===== config.mk =====
export PLATFORM = sky130hd
export DESIGN_NAME = setup_reg_port
export DESIGN_NICKNAME = d
export VERILOG_FILES = /design/src/rtl/setup_reg_pkg.sv /design/src/rtl/setup_reg_ctrl.sv /design/src/rtl/setup_reg_dpath.sv /design/src/rtl/setup_reg_port.sv
export SDC_FILE = /design/constraint.sdc
export NUM_CORES = 1
export LEC_CHECK = 0
export ABC_AREA = 1
export BUFFER_PORTS_ARGS = -buffer_cell sky130_fd_sc_hd__clkbuf_2
export CAP_MARGIN = 40
export CORE_UTILIZATION = 46
export DETAILED_ROUTE_END_ITERATION = 7
export PLACE_DENSITY_LB_ADDON = 0.05
export SKIP_LAST_GASP = 1
export SLEW_MARGIN = 20
export SYNTH_ARGS = -nofsm -noshare
export SYNTH_HDL_FRONTEND = slang
export SYNTH_SLANG_ARGS = --single-unit

===== constraint.sdc =====
create_clock -name clk -period 3.4 [get_ports clk]
set_input_delay 0.68 -clock clk [delete_from_list [all_inputs] [get_ports clk]]
set_output_delay 0.68 -clock clk [all_outputs]
set_load 0.02 [all_outputs]

===== src/rtl/setup_reg_pkg.sv =====
package setup_reg_pkg;
  localparam int ADDR_W   = 5;
  localparam int DATA_W   = 12;
  localparam int NUM_REGS = 16;

  typedef struct packed {
    logic readStart;   // synchronised select fell, read requested
    logic writeCommit; // synchronised select rose, write accepted
    logic selHigh;     // synchronised select is deasserted
  } portStrobes_t;
endpackage


===== src/rtl/setup_reg_ctrl.sv =====
module setup_reg_ctrl
  import setup_reg_pkg::*;
(
  input  logic         clk,
  input  logic         rstN,
  input  logic         masterMode,
  input  logic         csN,
  input  logic         wrN,
  output portStrobes_t strb,
  output logic         protoErr
);
  localparam int SYNC_STAGES = 2;

  logic [SYNC_STAGES-1:0] csPipe;
  logic [SYNC_STAGES-1:0] wrPipe;
  logic csSync, wrSync, csPrev, wrPrev;
  logic selFell, selRose, wrMoved, txnBad;

  always_ff @(posedge clk or negedge rstN) begin
    if (!rstN) begin
      csPipe <= '1;
      wrPipe <= '1;
      csPrev <= 1'b1;
      wrPrev <= 1'b1;
    end else begin
      csPipe <= {csPipe[SYNC_STAGES-2:0], csN};
      wrPipe <= {wrPipe[SYNC_STAGES-2:0], wrN};
      csPrev <= csPipe[SYNC_STAGES-1];
      wrPrev <= wrPipe[SYNC_STAGES-1];
    end
  end

  assign csSync  = csPipe[SYNC_STAGES-1];
  assign wrSync  = wrPipe[SYNC_STAGES-1];
  assign selFell = csPrev && !csSync;
  assign selRose = !csPrev && csSync;
  assign wrMoved = masterMode && !csSync && !csPrev && (wrSync != wrPrev);

  always_ff @(posedge clk or negedge rstN) begin
    if (!rstN) begin
      txnBad   <= 1'b0;
      protoErr <= 1'b0;
    end else begin
      if (selFell)
        txnBad <= 1'b0;
      else if (wrMoved)
        txnBad <= 1'b1;
      if (wrMoved)
        protoErr <= 1'b1;
    end
  end

  always_comb begin
    strb             = '0;
    strb.readStart   = masterMode && selFell && wrSync;
    strb.writeCommit = masterMode && selRose && !wrSync && !txnBad;
    strb.selHigh     = csSync;
  end

  AST_ERR_STICKY: assert property (@(posedge clk) disable iff (!rstN)
    protoErr |=> protoErr);
  AST_NO_READ_WRITE_CLASH: assert property (@(posedge clk) disable iff (!rstN)
    !(strb.readStart && strb.writeCommit));
  AST_BAD_TXN_NO_COMMIT: assert property (@(posedge clk) disable iff (!rstN)
    txnBad |-> !strb.writeCommit);
  AST_IDLE_MODE_QUIET: assert property (@(posedge clk) disable iff (!rstN)
    !masterMode |-> !strb.readStart && !strb.writeCommit);
endmodule


===== src/rtl/setup_reg_dpath.sv =====
module setup_reg_dpath
  import setup_reg_pkg::*;
(
  input  logic                       clk,
  input  logic                       rstN,
  input  logic                       masterMode,
  input  portStrobes_t               strb,
  input  logic [ADDR_W-1:0]          addr,
  input  logic [DATA_W-1:0]          dataIn,
  output logic [DATA_W-1:0]          dataOut,
  output logic                       dataOe,
  output logic [NUM_REGS*DATA_W-1:0] regFlat
);
  localparam int IDX_W = $clog2(NUM_REGS);

  logic [DATA_W-1:0] regFile [NUM_REGS];
  logic [DATA_W-1:0] rdData;
  logic              oeReg;
  logic              addrOk;
  logic [IDX_W-1:0]  idx;

  assign addrOk = (addr < ADDR_W'(NUM_REGS));
  assign idx    = addr[IDX_W-1:0];

  for (genvar n = 0; n < NUM_REGS; n++) begin : g_reg
    always_ff @(posedge clk or negedge rstN) begin
      if (!rstN)
        regFile[n] <= '0;
      else if (strb.writeCommit && addrOk && idx == IDX_W'(n))
        regFile[n] <= dataIn;
    end
    assign regFlat[n*DATA_W +: DATA_W] = regFile[n];

    AST_REG_HOLDS: assert property (@(posedge clk) disable iff (!rstN)
      !strb.writeCommit |=> $stable(regFile[n]));
  end

  always_ff @(posedge clk or negedge rstN) begin
    if (!rstN) begin
      rdData <= '0;
      oeReg  <= 1'b0;
    end else begin
      if (strb.readStart)
        rdData <= addrOk ? regFile[idx] : '0;
      if (strb.selHigh)
        oeReg <= 1'b0;
      else if (strb.readStart)
        oeReg <= 1'b1;
    end
  end

  assign dataOe  = oeReg && !strb.selHigh && masterMode;
  assign dataOut = rdData;

  AST_HIGH_ADDR_READS_ZERO: assert property (@(posedge clk) disable iff (!rstN)
    strb.readStart && !addrOk |=> rdData == '0);
  AST_READ_DATA_STABLE: assert property (@(posedge clk) disable iff (!rstN)
    oeReg && !strb.selHigh |=> $stable(rdData));
  AST_OE_NEEDS_START: assert property (@(posedge clk) disable iff (!rstN)
    $rose(oeReg) |-> $past(strb.readStart));
endmodule


===== src/rtl/setup_reg_port.sv =====
module setup_reg_port
  import setup_reg_pkg::*;
(
  input  logic                       clk,
  input  logic                       rstN,
  input  logic                       masterMode,
  input  logic                       csN,
  input  logic                       wrN,
  input  logic [ADDR_W-1:0]          addr,
  input  logic [DATA_W-1:0]          dataIn,
  output logic [DATA_W-1:0]          dataOut,
  output logic                       dataOe,
  output logic [NUM_REGS*DATA_W-1:0] regFlat,
  output logic                       protoErr
);
  portStrobes_t strb;

  setup_reg_ctrl u_ctrl (
    .clk        (clk),
    .rstN       (rstN),
    .masterMode (masterMode),
    .csN        (csN),
    .wrN        (wrN),
    .strb       (strb),
    .protoErr   (protoErr)
  );

  setup_reg_dpath u_dpath (
    .clk        (clk),
    .rstN       (rstN),
    .masterMode (masterMode),
    .strb       (strb),
    .addr       (addr),
    .dataIn     (dataIn),
    .dataOut    (dataOut),
    .dataOe     (dataOe),
    .regFlat    (regFlat)
  );
endmodule


==> impl_summary.txt, run 1 <==
----------------------------------------------------
[Routing]
  Via density ... 5.22
  Met3 WL ... 2510 um
  Total DRC errors in the routed layout ... 0
  Iter 0 DRT Violations ... 926
  Antenna-violating nets left ... 0
  Drt first pass iters ... 5
  Post-detailed-route wirelength per cell ... 18.5 um
  Routed via count ... 10,518
  Highest routing layer actually used ... met4
  Routed WL ... 37,300 um
  Routed length on met1 ... 16,200 um
  Total met2 wirelength after detailed routing ... 17,300 um

[Global routing]
  Initial antenna violation count ... 0
  Tot GR Track Use ... 30.9%
  Wire length of the first global-routing pass ... 56,800 um
  Sum of overflow across all layers after global routing ... 0
  Via count of the first global-routing pass ... 9,587
  Maximum number of pins on one net before global-route repair ... 106

[Setup path]
  Kind of cell adding the most delay to the critical path ... simple AND/OR/NAND/NOR gates
  Crit path kind ... reg -> reg
  Top cell by count, worst path ... sky130_fd_sc_hd__nand2_1
  Largest stage delay on the critical path ... 0.59 ns
  Critical path cell sequence ... nand3_2, nor4_4, buf_12, buf_4, nand2_1, nand2_1, nand2_1
  Critical path launch point type ... flop
  Count of buffer and inverter cells on the critical path ... 2
  Arrival time of data at the critical path endpoint ... 2.60 ns
  Worst-path maximum fanout ... 38
  Kind of capture point of the worst setup path ... flop
  Worst path required time ... between 3 and 4 ns
  Critical-path top delay cell ... sky130_fd_sc_hd__dfstp_2

[Clock network]
  TritonCTS Sinks ... between 200 and 250
  CTS tree ... built
  Clock latency at the later pin of the worst-skew pair ... 0.52 ns
  CTS HTree Levels ... 1
  Clock transition at the registers of the reported paths ... 0.05 ns
  Post-cts resize count ... 0
  Setup Buffers After CTS ... 0
  Hold-fix buffers at CTS ... 0
  Clock Root Buffer ... sky130_fd_sc_hd__clkbuf_16
  Buffers from clock root to sink, at most ... 3
  Total clock buffers created by CTS ... 25

[Cells and area]
  Fin nets ... 1,707
  Layout cells sized above 1 ... 18.9%
  Layout area overhead ... 17.6%
  Finished layout cell area ... between 0.01 and 0.015 mm^2

[Timing]
  Setup TNS ... 0 ns
  Final clock period utilization by the worst path ... 64.5%
  Unrepaired setup endpoints after global routing ... no
  Worst clock skew ... 0.00790 ns
  Max Fclk ... ~0.46 GHz
  Final Slew Violations ... 0
  Number of hold violations in the final report ... 0
  Time the final worst path needs with I/O delays and setup ... 2.19 ns
  Relative max-transition margin ... 50.1%
  Least-Margin Pin Slew ... about 0.75 ns
  Final number of setup-violating endpoints ... 0

[Outcome]
  Outcome ... finished clean

[Placement]
  Port Buffer Count ... 227
  Final Wtd Congestion ... between 0.8 and 0.9
  Placed cell area ... approximately 0.012 mm^2
  Total half-perimeter wirelength after legalization and detailed placement ... 24,900 um

[Hold path]
  Class of the most critical hold timing path ... in -> async

[Yosys]
  Avg Synthesized Cell Area ... just over 7 um^2
  Sequential element share of the synthesized area ... 49.1%
  Post-synth net total ... 1,532
  Largest area contributor in the netlist ... sky130_fd_sc_hd__dfrtp_1
  Share of Yosys cell area claimed by the top area cell type ... 47.7%
  Gate count after technology mapping ... 1,510
  Post-synth design cell area ... 0.0109 mm^2
  Number of distinct library cell variants in the gate-level netlist after synthesis ... 22
  Synthesis Warnings ... 0
  Number of register bits inferred by synthesis ... 213
  Top post-synthesis cells by area ... sky130_fd_sc_hd__dfrtp_1, sky130_fd_sc_hd__nand2_1, sky130_fd_sc_hd__nand3_1

[Pwr]
  Total power per unit cell area ... 464 mW/mm^2
  Worst IR Drop VDD ... 323 uV
  Overall power of the completed layout ... 5920 uW
  Static power due to leakage ... between 0.007 and 0.008 uW

[Die]
  DIE HEIGHT ... 156 um
  Initial core utilization ... 47.4%
  Number of cell rows ... 55
  Number of top-level pins ... 228
  Full die area ... 0.0242 mm^2
  Die X-Extent ... 156 um
  CORE AREA ... about 0.023 mm^2

[Job]
  Max-capacitance violation count ... 0

----------------------------------------------------
==> worst paths after layout <==
| kind | from | end | slack, ns | cells after the start |
|---|---|---|---|---|
| setup reg to reg | u_ctrl.csPipe[1]$_DFF_PN1_ | u_dpath.regFlat[175]$_DFFE_PN0P_ | 1.21 | 7 |
| hold reg to reg | u_ctrl.csPipe[0]$_DFF_PN1_ | u_ctrl.csPipe[1]$_DFF_PN1_ | 0.35 | 0 |
| max in group asynchronous | rstN | u_dpath.dataOut[0]$_DFFE_PN0P_ | 2.29 | 2 |
| min in group clk | csN | u_ctrl.csPipe[0]$_DFF_PN1_ | 0.24 | 1 |
| setup / recovery | u_ctrl.csPipe[1]$_DFF_PN1_ | u_dpath.regFlat[175]$_DFFE_PN0P_ | 1.21 | 7 |
| hold / removal | rstN | u_ctrl.protoErr$_DFFE_PN0P_ | 0.21 | 1 |
==> stage by stage <==
step	utilization, %	cells	setup slack (ns)	hold WS [ns]
detailed placement	52.5	1971	0.871	0.347
global placement	52.5	1971	0.889	0.346
floorplan	-	1510	1.51	0.345
global route	55.7	2013	1.02	0.229
finish	55.8	2014	1.21	0.214
CTS	55.7	2013	1.20	0.235
==> placed cells by master (no fill, tap or decap) <==
cell type | Yosys | routed
sky130_fd_sc_hd__xor2_1 | 1 | 1
sky130_fd_sc_hd__nor4_4 | 1 | 1
sky130_fd_sc_hd__nor3_1 | 2 | 2
sky130_fd_sc_hd__buf_12 | 1 | 5
sky130_fd_sc_hd__buf_2 | 19 | 1
sky130_fd_sc_hd__inv_1 | 11 | 11
sky130_fd_sc_hd__nor2_1 | 16 | 16
sky130_fd_sc_hd__clkbuf_2 | 12 | 225
sky130_fd_sc_hd__dfstp_2 | 6 | 6
sky130_fd_sc_hd__clkbuf_1 | 41 | 9
sky130_fd_sc_hd__nand2_4 | 9 | 9
sky130_fd_sc_hd__clkbuf_16 | 0 | 25
sky130_fd_sc_hd__clkbuf_8 | 1 | 4
sky130_fd_sc_hd__nor2_2 | 5 | 5
sky130_fd_sc_hd__diode_2 | 0 | 1
sky130_fd_sc_hd__dfrtp_1 | 207 | 207
sky130_fd_sc_hd__clkinv_2 | 1 | 5
sky130_fd_sc_hd__nand2_1 | 927 | 927
sky130_fd_sc_hd__nand3_1 | 192 | 192
sky130_fd_sc_hd__o21ai_0 | 14 | 14
sky130_fd_sc_hd__bufinv_16 | 0 | 1
sky130_fd_sc_hd__nand3_2 | 2 | 2
sky130_fd_sc_hd__buf_4 | 3 | 32
==> cell families (layout without fill, tap and decap cells) <==
| kind of cell | count (synthesis) | in the layout | synth area share [%] |
|---|---|---|---|
| DFF | 213 | 213 | 49.1 |
| other | 0 | 1 | 0 |
| buffers and inverters | 128 | 318 | 7.07 |
| xor gates and xnor gates | 1 | 1 | 0.0806 |
| AOI/OAI and AO/OA | 14 | 14 | 0.645 |
| and+or+nand+nor | 1154 | 1154 | 43.1 |
==> synthesized netlist by cell type, drive strengths merged <==
cell,number
buf,62
clkbuf,54
clkinv,1
dfrtp,207
dfstp,6
inv,11
nand2,936
nand3,194
nor2,21
nor3,2
nor4,1
o21ai,14
xor2,1
==> sequential cells by signal (all words and copies together), names as in the netlist <==
signal,cells
u_dpath.dataOut,12
u_ctrl.csPrev,1
u_ctrl.txnBad,1
u_dpath.oeReg,1
u_ctrl.protoErr,1
u_ctrl.wrPipe,2
u_ctrl.wrPrev,1
u_dpath.regFlat,192
u_ctrl.csPipe,2
==> final cells by class <==
class                      instances  area, um^2
clock buffer                      37         701
multi-input combinational       1169        4760
tap                              313         392
inverter                          12        46.3
timing repair buffer             264        1490
sequential                       213        5340
clock inverter                     5        50.0
fill                            2323       10100
antenna                            1        2.50
==> report_power, final <==
part	switching [uW]	total [uW]	internal (uW)
Combinational	485	652	167
Clock	1050	2540	1490
Sequential	100	2740	2640
==> per-layer routing <==
| layer | GRT usage [%] | vias to the layer above |
|---|---|---|
| li1 | - | 5032 |
| met1 | 43.5 | 4984 |
| met2 | 49.3 | 420 |
| met3 | 3.94 | 82 |
| met4 | 10.2 | 0 |
| met5 | 0 | - |
(Power assumes the default switching activity.)
==> run 2, diff against run 1 <==
==> constraint.sdc (replaced) <==
create_clock -name clk -period 2.05 [get_ports clk]
set_input_delay 0.41 -clock clk [delete_from_list [all_inputs] [get_ports clk]]
set_output_delay 0.41 -clock clk [all_outputs]
set_load 0.02 [all_outputs]
==> run 2 against run 1 <==
  * Sequential cell count did not move
  * Utilization rose by 1.5 points
  * Die area did not move
  * First-iteration DRC count fell by 4.9%
  * Highest routed layer is now met5
  * Critical path depth fell by 1
  * Global-route usage rose by 0.42 points
  * Sequential share of layout area fell by 1.1 points
  * Worst setup slack got worse by 1.0 ns
==> impl_summary.txt, run 2 (synthesized netlist as in run 1, its figures left out) <==
----------------------------------------------------
[Setup path]
  Top cell by count, worst path ... sky130_fd_sc_hd__nand2_1
  Kind of cell adding the most delay to the critical path ... simple AND/OR/NAND/NOR gates
  Endpoint of the worst-slack reg-to-reg timing path ... u_dpath.regFlat[149]$_DFFE_PN0P_
  Critical path launch point type ... flop
  Start point of the critical path ... u_ctrl.csPipe[1]$_DFF_PN1_
  Worst R2R Start ... u_ctrl.csPipe[1]$_DFF_PN1_
  Critical Path Stages ... 6
  Arrival time of data at the critical path endpoint ... 2.26 ns
  Worst path required time ... 2.47 ns
  Largest stage delay on the critical path ... 0.59 ns
  Critical path cell sequence ... nand3_2, nor4_4, buf_12, nand2_1, nand2_1, nand2_1
  Worst-path maximum fanout ... 30
  Crit path kind ... reg -> reg
  Worst R2R Path Depth ... 6
  Critical-path top delay cell ... sky130_fd_sc_hd__dfstp_2
  Kind of capture point of the worst setup path ... flop
  Register-to-register setup slack ... ~0.21 ns
  Count of buffer and inverter cells on the critical path ... 1

[Placement]
  Final Wtd Congestion ... 0.868
  Port Buffer Count ... approximately 230
  Total half-perimeter wirelength after legalization and detailed placement ... 25,500 um

[Clock network]
  Buffers from clock root to sink, at most ... 3
  Setup Buffers After CTS ... 0
  Clock transition at the registers of the reported paths ... around 0.060 ns
  CTS HTree Levels ... 1
  TritonCTS Sinks ... 213
  Clock latency at the later pin of the worst-skew pair ... 0.54 ns
  CTS tree ... built
  Total clock buffers created by CTS ... 25
  Post-cts resize count ... 0
  Clock Root Buffer ... sky130_fd_sc_hd__clkbuf_16

[Routing]
  Routed via count ... roughly 11,000
  Antenna-violating nets left ... 0
  Total DRC errors in the routed layout ... 0
  Routed WL ... 37,300 um
  Iter 0 DRT Violations ... roughly 900
  Post-detailed-route wirelength per cell ... 18.3 um
  Via density ... 5.22
  Drt first pass iters ... 5

[Global routing]
  Initial antenna violation count ... 1
  Tot GR Track Use ... 31.3%
  Maximum number of pins on one net before global-route repair ... 61
  Wire length of the first global-routing pass ... 57,500 um
  Sum of overflow across all layers after global routing ... 0
  Via count of the first global-routing pass ... 9,803

[Timing]
  Worst clock skew ... 0.0229 ns
  Number of hold violations in the final report ... 0
  Max Fclk ... 0.543 GHz
  Worst hold slack ... roughly 0.27 ns
  Final Slew Violations ... 0
  Unrepaired setup endpoints after global routing ... no
  Time the final worst path needs with I/O delays and setup ... 1.84 ns
  Setup TNS ... 0 ns
  Final clock period utilization by the worst path ... 89.8%
  Final number of setup-violating endpoints ... 0
  Least-Margin Pin Slew ... between 0.6 and 0.7 ns
  Relative max-transition margin ... roughly 54%

[Pwr]
  Static power due to leakage ... 0.00804 uW
  Total power per unit cell area ... 760 mW/mm^2
  Worst IR Drop VDD ... 517 uV

[Hold path]
  Class of the most critical hold timing path ... in -> reg
  Worst Hold End ... u_ctrl.protoErr$_DFFE_PN0P_
  Source of the worst hold timing path ... masterMode
  Worst hold path stage count ... 5

[Cells and area]
  Count of inserted antenna diode cells ... 0
  Layout area overhead ... 20.8%
  Commonest non-fill, non-tap cells in the layout ... sky130_fd_sc_hd__nand2_1, sky130_fd_sc_hd__clkbuf_2, sky130_fd_sc_hd__dfrtp_1
  Number of flip-flops in the largest register ... 192
  Fin nets ... 1,730
  Most common cell after layout, fill and taps aside ... sky130_fd_sc_hd__nand2_1
  Layout cells sized above 1 ... between 20% and 30%
  Core utilization of the finished layout ... 57.3%

[Outcome]
  Outcome ... finished clean

[Die]
  Initial core utilization ... between 40 and 50%
  CORE AREA ... 0.0229 mm^2
  Number of top-level pins ... 228
  Full die area ... 0.0242 mm^2
  DIE HEIGHT ... between 150 and 200 um
  Number of cell rows ... 55
  Die X-Extent ... roughly 160 um

[Job]
  Max-capacitance violation count ... 0

----------------------------------------------------
[run 2: cell count changes in the layout (fill, tap and decap cells not counted)]
| cell | previous run | this run |
|---|---|---|
| sky130_fd_sc_hd__buf_12 | 5 | 15 |
| sky130_fd_sc_hd__buf_4 | 32 | 42 |
| sky130_fd_sc_hd__clkbuf_8 | 4 | 9 |
| sky130_fd_sc_hd__clkbuf_1 | 9 | 6 |
| sky130_fd_sc_hd__dlygate4sd3_1 | 0 | 3 |
| sky130_fd_sc_hd__inv_6 | 0 | 2 |
| sky130_fd_sc_hd__bufinv_16 | 1 | 0 |
| sky130_fd_sc_hd__diode_2 | 1 | 0 |
[run 2: what timing repair did]
| item | 4_1_cts | 5_1_grt |
|---|---|---|
| hold buffers | 3 | 0 |
| setup endpoints to repair | 0 | 0 |
| hold endpoints to repair | 49 | 0 |
[run 2: layout make-up]
type                    instances  area, um^2
inverters                      12        46.3
well taps                     313         392
multi-input cells            1169        4760
clock inverters                 6        37.5
repair buffers                287        1790
flip-flops and latches        213        5340
clock buffers                  39         758
fillers                      2311        9790
[run 2: worst max-delay path by stage]
stage | to | slack, ns
2_1_floorplan | u_dpath.regFlat[70]$_DFFE_PN0P_ | 0.35
3_3_place_gp | u_dpath.regFlat[29]$_DFFE_PN0P_ | 0.14
3_5_place_dp | u_dpath.regFlat[24]$_DFFE_PN0P_ | 0.12
4_1_cts | u_dpath.regFlat[24]$_DFFE_PN0P_ | 0.22
5_1_grt | u_dpath.regFlat[47]$_DFFE_PN0P_ | 0.08
6_report | u_dpath.regFlat[149]$_DFFE_PN0P_ | 0.21
[run 2: where the power goes]
part / internal, uW / switching (uW)
Clock: 2530 / 1780
Combinational: 312 / 812
Sequential: 4370 / 165
[run 2: layer usage]
metal / wire (um) / track usage [%] / up-vias
li1: - / - / 5079
met3: 2240 / 3.28 / 80
met2: 17600 / 50.6 / 426
met5: 11 / 0 / -
met1: 16200 / 43.6 / 5054
met4: 1300 / 11.6 / 2
[run 2: per-stage QoR]
| step | setup slack (ns) | power (uW) | cell area (um^2) | instances |
|---|---|---|---|---|
| 4_1_cts | 0.218 | 10000 | 13100 | 2039 |
| 5_1_grt | 0.0812 | 10300 | 13100 | 2039 |
| 3_3_place_gp | 0.144 | 5720 | 12300 | 1991 |
| 6_report | 0.210 | 9980 | 13100 | 2039 |
| 2_1_floorplan | 0.348 | 5180 | 10900 | 1510 |
| 3_5_place_dp | 0.115 | 5730 | 12300 | 1991 |
[run 2: worst reg2reg max path: cells and delay by family, from the launching register on]
kind / cells / cell delay (ns)
simple gates: 5 / 0.90
flops: 1 / 0.59
buf+inv: 1 / 0.26
==> run 3, diff against run 2 <==
--- a/config.mk
+++ b/config.mk
@@ -10,6 +10,7 @@
 export CAP_MARGIN = 40
 export CORE_UTILIZATION = 46
 export DETAILED_ROUTE_END_ITERATION = 7
+export MAX_ROUTING_LAYER = met4
 export PLACE_DENSITY_LB_ADDON = 0.05
 export SKIP_LAST_GASP = 1
 export SLEW_MARGIN = 20
==> run 3 against run 2 <==
  * First-iteration DRC count down 2.3%
  * Sequential share of layout area about the same
  * Highest routed layer is now met4
  * Largest cell class unchanged
  * Design area is essentially flat
  * Fmax down 0.34%
  * Cell count is 0.15% higher
  * Clock-buffer cell count decreased by 1
  * Critical path type unchanged
  * Register-to-register slack about the same
  * Combinational power about the same
==> impl_summary.txt, run 3 (synthesized netlist as in run 1, its figures left out) <==
----------------------------------------------------
[Die]
  Initial core utilization ... between 40% and 50%
  Die X-Extent ... 156 um
  Full die area ... 0.0242 mm^2
  Number of cell rows ... 55
  CORE AREA ... roughly 0.023 mm^2
  DIE HEIGHT ... 156 um
  Number of top-level pins ... 228

[Timing]
  Relative max-transition margin ... 53.9%
  Final Slew Violations ... 0
  Worst hold slack ... between 0.2 and 0.3 ns
  Worst clock skew ... 0.0252 ns
  Final number of setup-violating endpoints ... 0
  Setup TNS ... 0 ns
  Final clock period utilization by the worst path ... 90.1%
  Least-Margin Pin Slew ... 0.692 ns
  Post-route worst setup slack ... slightly above 0.2 ns
  Time the final worst path needs with I/O delays and setup ... 1.85 ns
  Max Fclk ... 0.542 GHz
  Unrepaired setup endpoints after global routing ... no
  Number of hold violations in the final report ... 0

[Setup path]
  Worst path required time ... 2.45 ns
  Arrival time of data at the critical path endpoint ... around 2.3 ns
  Kind of capture point of the worst setup path ... flop
  Worst-path maximum fanout ... 30
  Critical path launch point type ... flop
  Crit path kind ... reg -> reg
  Worst R2R Path Depth ... 6

[Global routing]
  Maximum number of pins on one net before global-route repair ... 58
  Met2 usage ... 51.2%
  Wire length of the first global-routing pass ... approximately 58,000 um
  Tot GR Track Use ... 32.1%
  Busiest grt layer ... met2
  Global routing usage on met3 ... 4.08%
  Met1 usage ... 42.7%
  Sum of overflow across all layers after global routing ... 0
  Initial antenna violation count ... 2
  Via count of the first global-routing pass ... 9,964

[Routing]
  Via density ... 5.16
  Iter 0 DRT Violations ... 861
  Routed WL ... 37,300 um
  Post-detailed-route wirelength per cell ... about 18 um
  Total DRC errors in the routed layout ... 0
  Routed via count ... 10,536
  Antenna-violating nets left ... 0
  Drt first pass iters ... 5

[Job]
  Max-capacitance violation count ... 0

[Cells and area]
  Layout area overhead ... 20.7%
  Number of flip-flops in the largest register ... 192
  Cell Count, Final, Fillers Out ... roughly 2,000
  Commonest non-fill, non-tap cells in the layout ... sky130_fd_sc_hd__nand2_1, sky130_fd_sc_hd__clkbuf_2, sky130_fd_sc_hd__dfrtp_1
  Most common cell after layout, fill and taps aside ... sky130_fd_sc_hd__nand2_1
  Number of filler cells placed in the layout ... 2,316
  Layout cells sized above 1 ... 20.0%
  Fin nets ... 1,731

[Clock network]
  Setup Buffers After CTS ... 0
  Buffers from clock root to sink, at most ... 3
  CTS tree ... built
  Clock transition at the registers of the reported paths ... 0.06 ns
  Total clock buffers created by CTS ... 25
  Clock latency at the later pin of the worst-skew pair ... between 0.5 and 0.6 ns
  TritonCTS Sinks ... between 200 and 250
  CTS HTree Levels ... 1
  Clock Root Buffer ... sky130_fd_sc_hd__clkbuf_16

[Placement]
  Total half-perimeter wirelength after legalization and detailed placement ... 25,400 um
  Final Wtd Congestion ... 0.882
  Port Buffer Count ... 227
  Number of placed instances, taps included ... 1,992
  Pre-CTS WS ... 0.139 ns

[Pwr]
  Total power per unit cell area ... 759 mW/mm^2
  Switching power as a share of total power ... between 20% and 30%
  Combinational cell fraction of total power ... a little under an eighth
  Net load switching power ... ~2700 uW
  Cell Int Power ... between 7000 and 8000 uW
  Static power due to leakage ... 0.00803 uW
  Sequential Power Share ... 45.6%
  Clock network fraction of total power ... 43.2%
  Worst IR Drop VDD ... 581 uV
  Overall power of the completed layout ... 9960 uW

[Hold path]
  Class of the most critical hold timing path ... in -> reg
  Worst hold path stage count ... 5

[Outcome]
  Outcome ... finished clean

----------------------------------------------------
-- run 3: changes by cell type in the layout (fill, tap and decap cells not counted) --
cell / change
sky130_fd_sc_hd__buf_12: -1
sky130_fd_sc_hd__diode_2: +2
sky130_fd_sc_hd__clkinvlp_4: +1
sky130_fd_sc_hd__clkbuf_8: -3
sky130_fd_sc_hd__inv_6: -1
sky130_fd_sc_hd__clkbuf_1: +2
sky130_fd_sc_hd__bufinv_16: +1
sky130_fd_sc_hd__buf_4: +2
-- run 3: cell type report --
class	instances	area, um^2	area share (%)
clock buffers	38	724	5.52
diodes	2	5.00	0.0381
inverters	12	46.3	0.353
well taps	313	392	2.98
repair buffers	288	1790	13.6
multi-input cells	1169	4760	36.3
flip-flops and latches	213	5340	40.7
clock inverters	7	66.3	0.505
-- run 3: metal layers --
metal | wire length [um] | vias up
li1 | - | 5076
met1 | 15900 | 4979
met4 | 1140 | 0
met2 | 17900 | 409
met3 | 2370 | 72
met5 | 0 | -
-- run 3: path summary, 6_finish.rpt --
check,from,end,slack [ns]
worst min-delay path,masterMode,u_ctrl.protoErr$_DFFE_PN0P_,0.29
worst min register to register,u_ctrl.wrPipe[0]$_DFF_PN1_,u_ctrl.wrPipe[1]$_DFF_PN1_,0.36
worst max register to register,u_ctrl.csPipe[1]$_DFF_PN1_,u_dpath.regFlat[26]$_DFFE_PN0P_,0.20
worst max-delay path,u_ctrl.csPipe[1]$_DFF_PN1_,u_dpath.regFlat[26]$_DFFE_PN0P_,0.20
max in group asynchronous,rstN,u_dpath.regFlat[177]$_DFFE_PN0P_,0.97
min in group asynchronous,rstN,u_ctrl.protoErr$_DFFE_PN0P_,0.45
-- run 3: what timing repair did --
item | 4_1_cts | 5_1_grt
hold buffers | 3 | 0
endpoints found under the hold margin | 44 | 0
gates resized for setup | 0 | 0
-- run 3: worst max-delay path, cell delays in order (launching register included) --
cell                      delay (ns)
sky130_fd_sc_hd__dfstp_2        0.59
sky130_fd_sc_hd__nand3_2        0.10
sky130_fd_sc_hd__nor4_4         0.20
sky130_fd_sc_hd__buf_12         0.25
sky130_fd_sc_hd__nand2_1        0.35
sky130_fd_sc_hd__nand2_1        0.16
sky130_fd_sc_hd__nand2_1        0.06
-- run 3: metrics by stage --
| step | cell area [um^2] | util, % |
|---|---|---|
| 2_1_floorplan | 10900 | - |
| 3_3_place_gp | 12300 | 53.7 |
| 3_5_place_dp | 12300 | 53.7 |
| 4_1_cts | 13100 | 57.2 |
| 5_1_grt | 13100 | 57.3 |
| 6_report | 13100 | 57.3 |
-- run 3: power by group through the flow --
stage	clock (uW)	sequential [uW]	combinational (uW)
2_1_floorplan	0	4740	442
3_3_place_gp	0	4610	1110
3_5_place_dp	0	4610	1120
4_1_cts	4360	4530	1130
5_1_grt	4510	4550	1230
6_report	4300	4540	1120
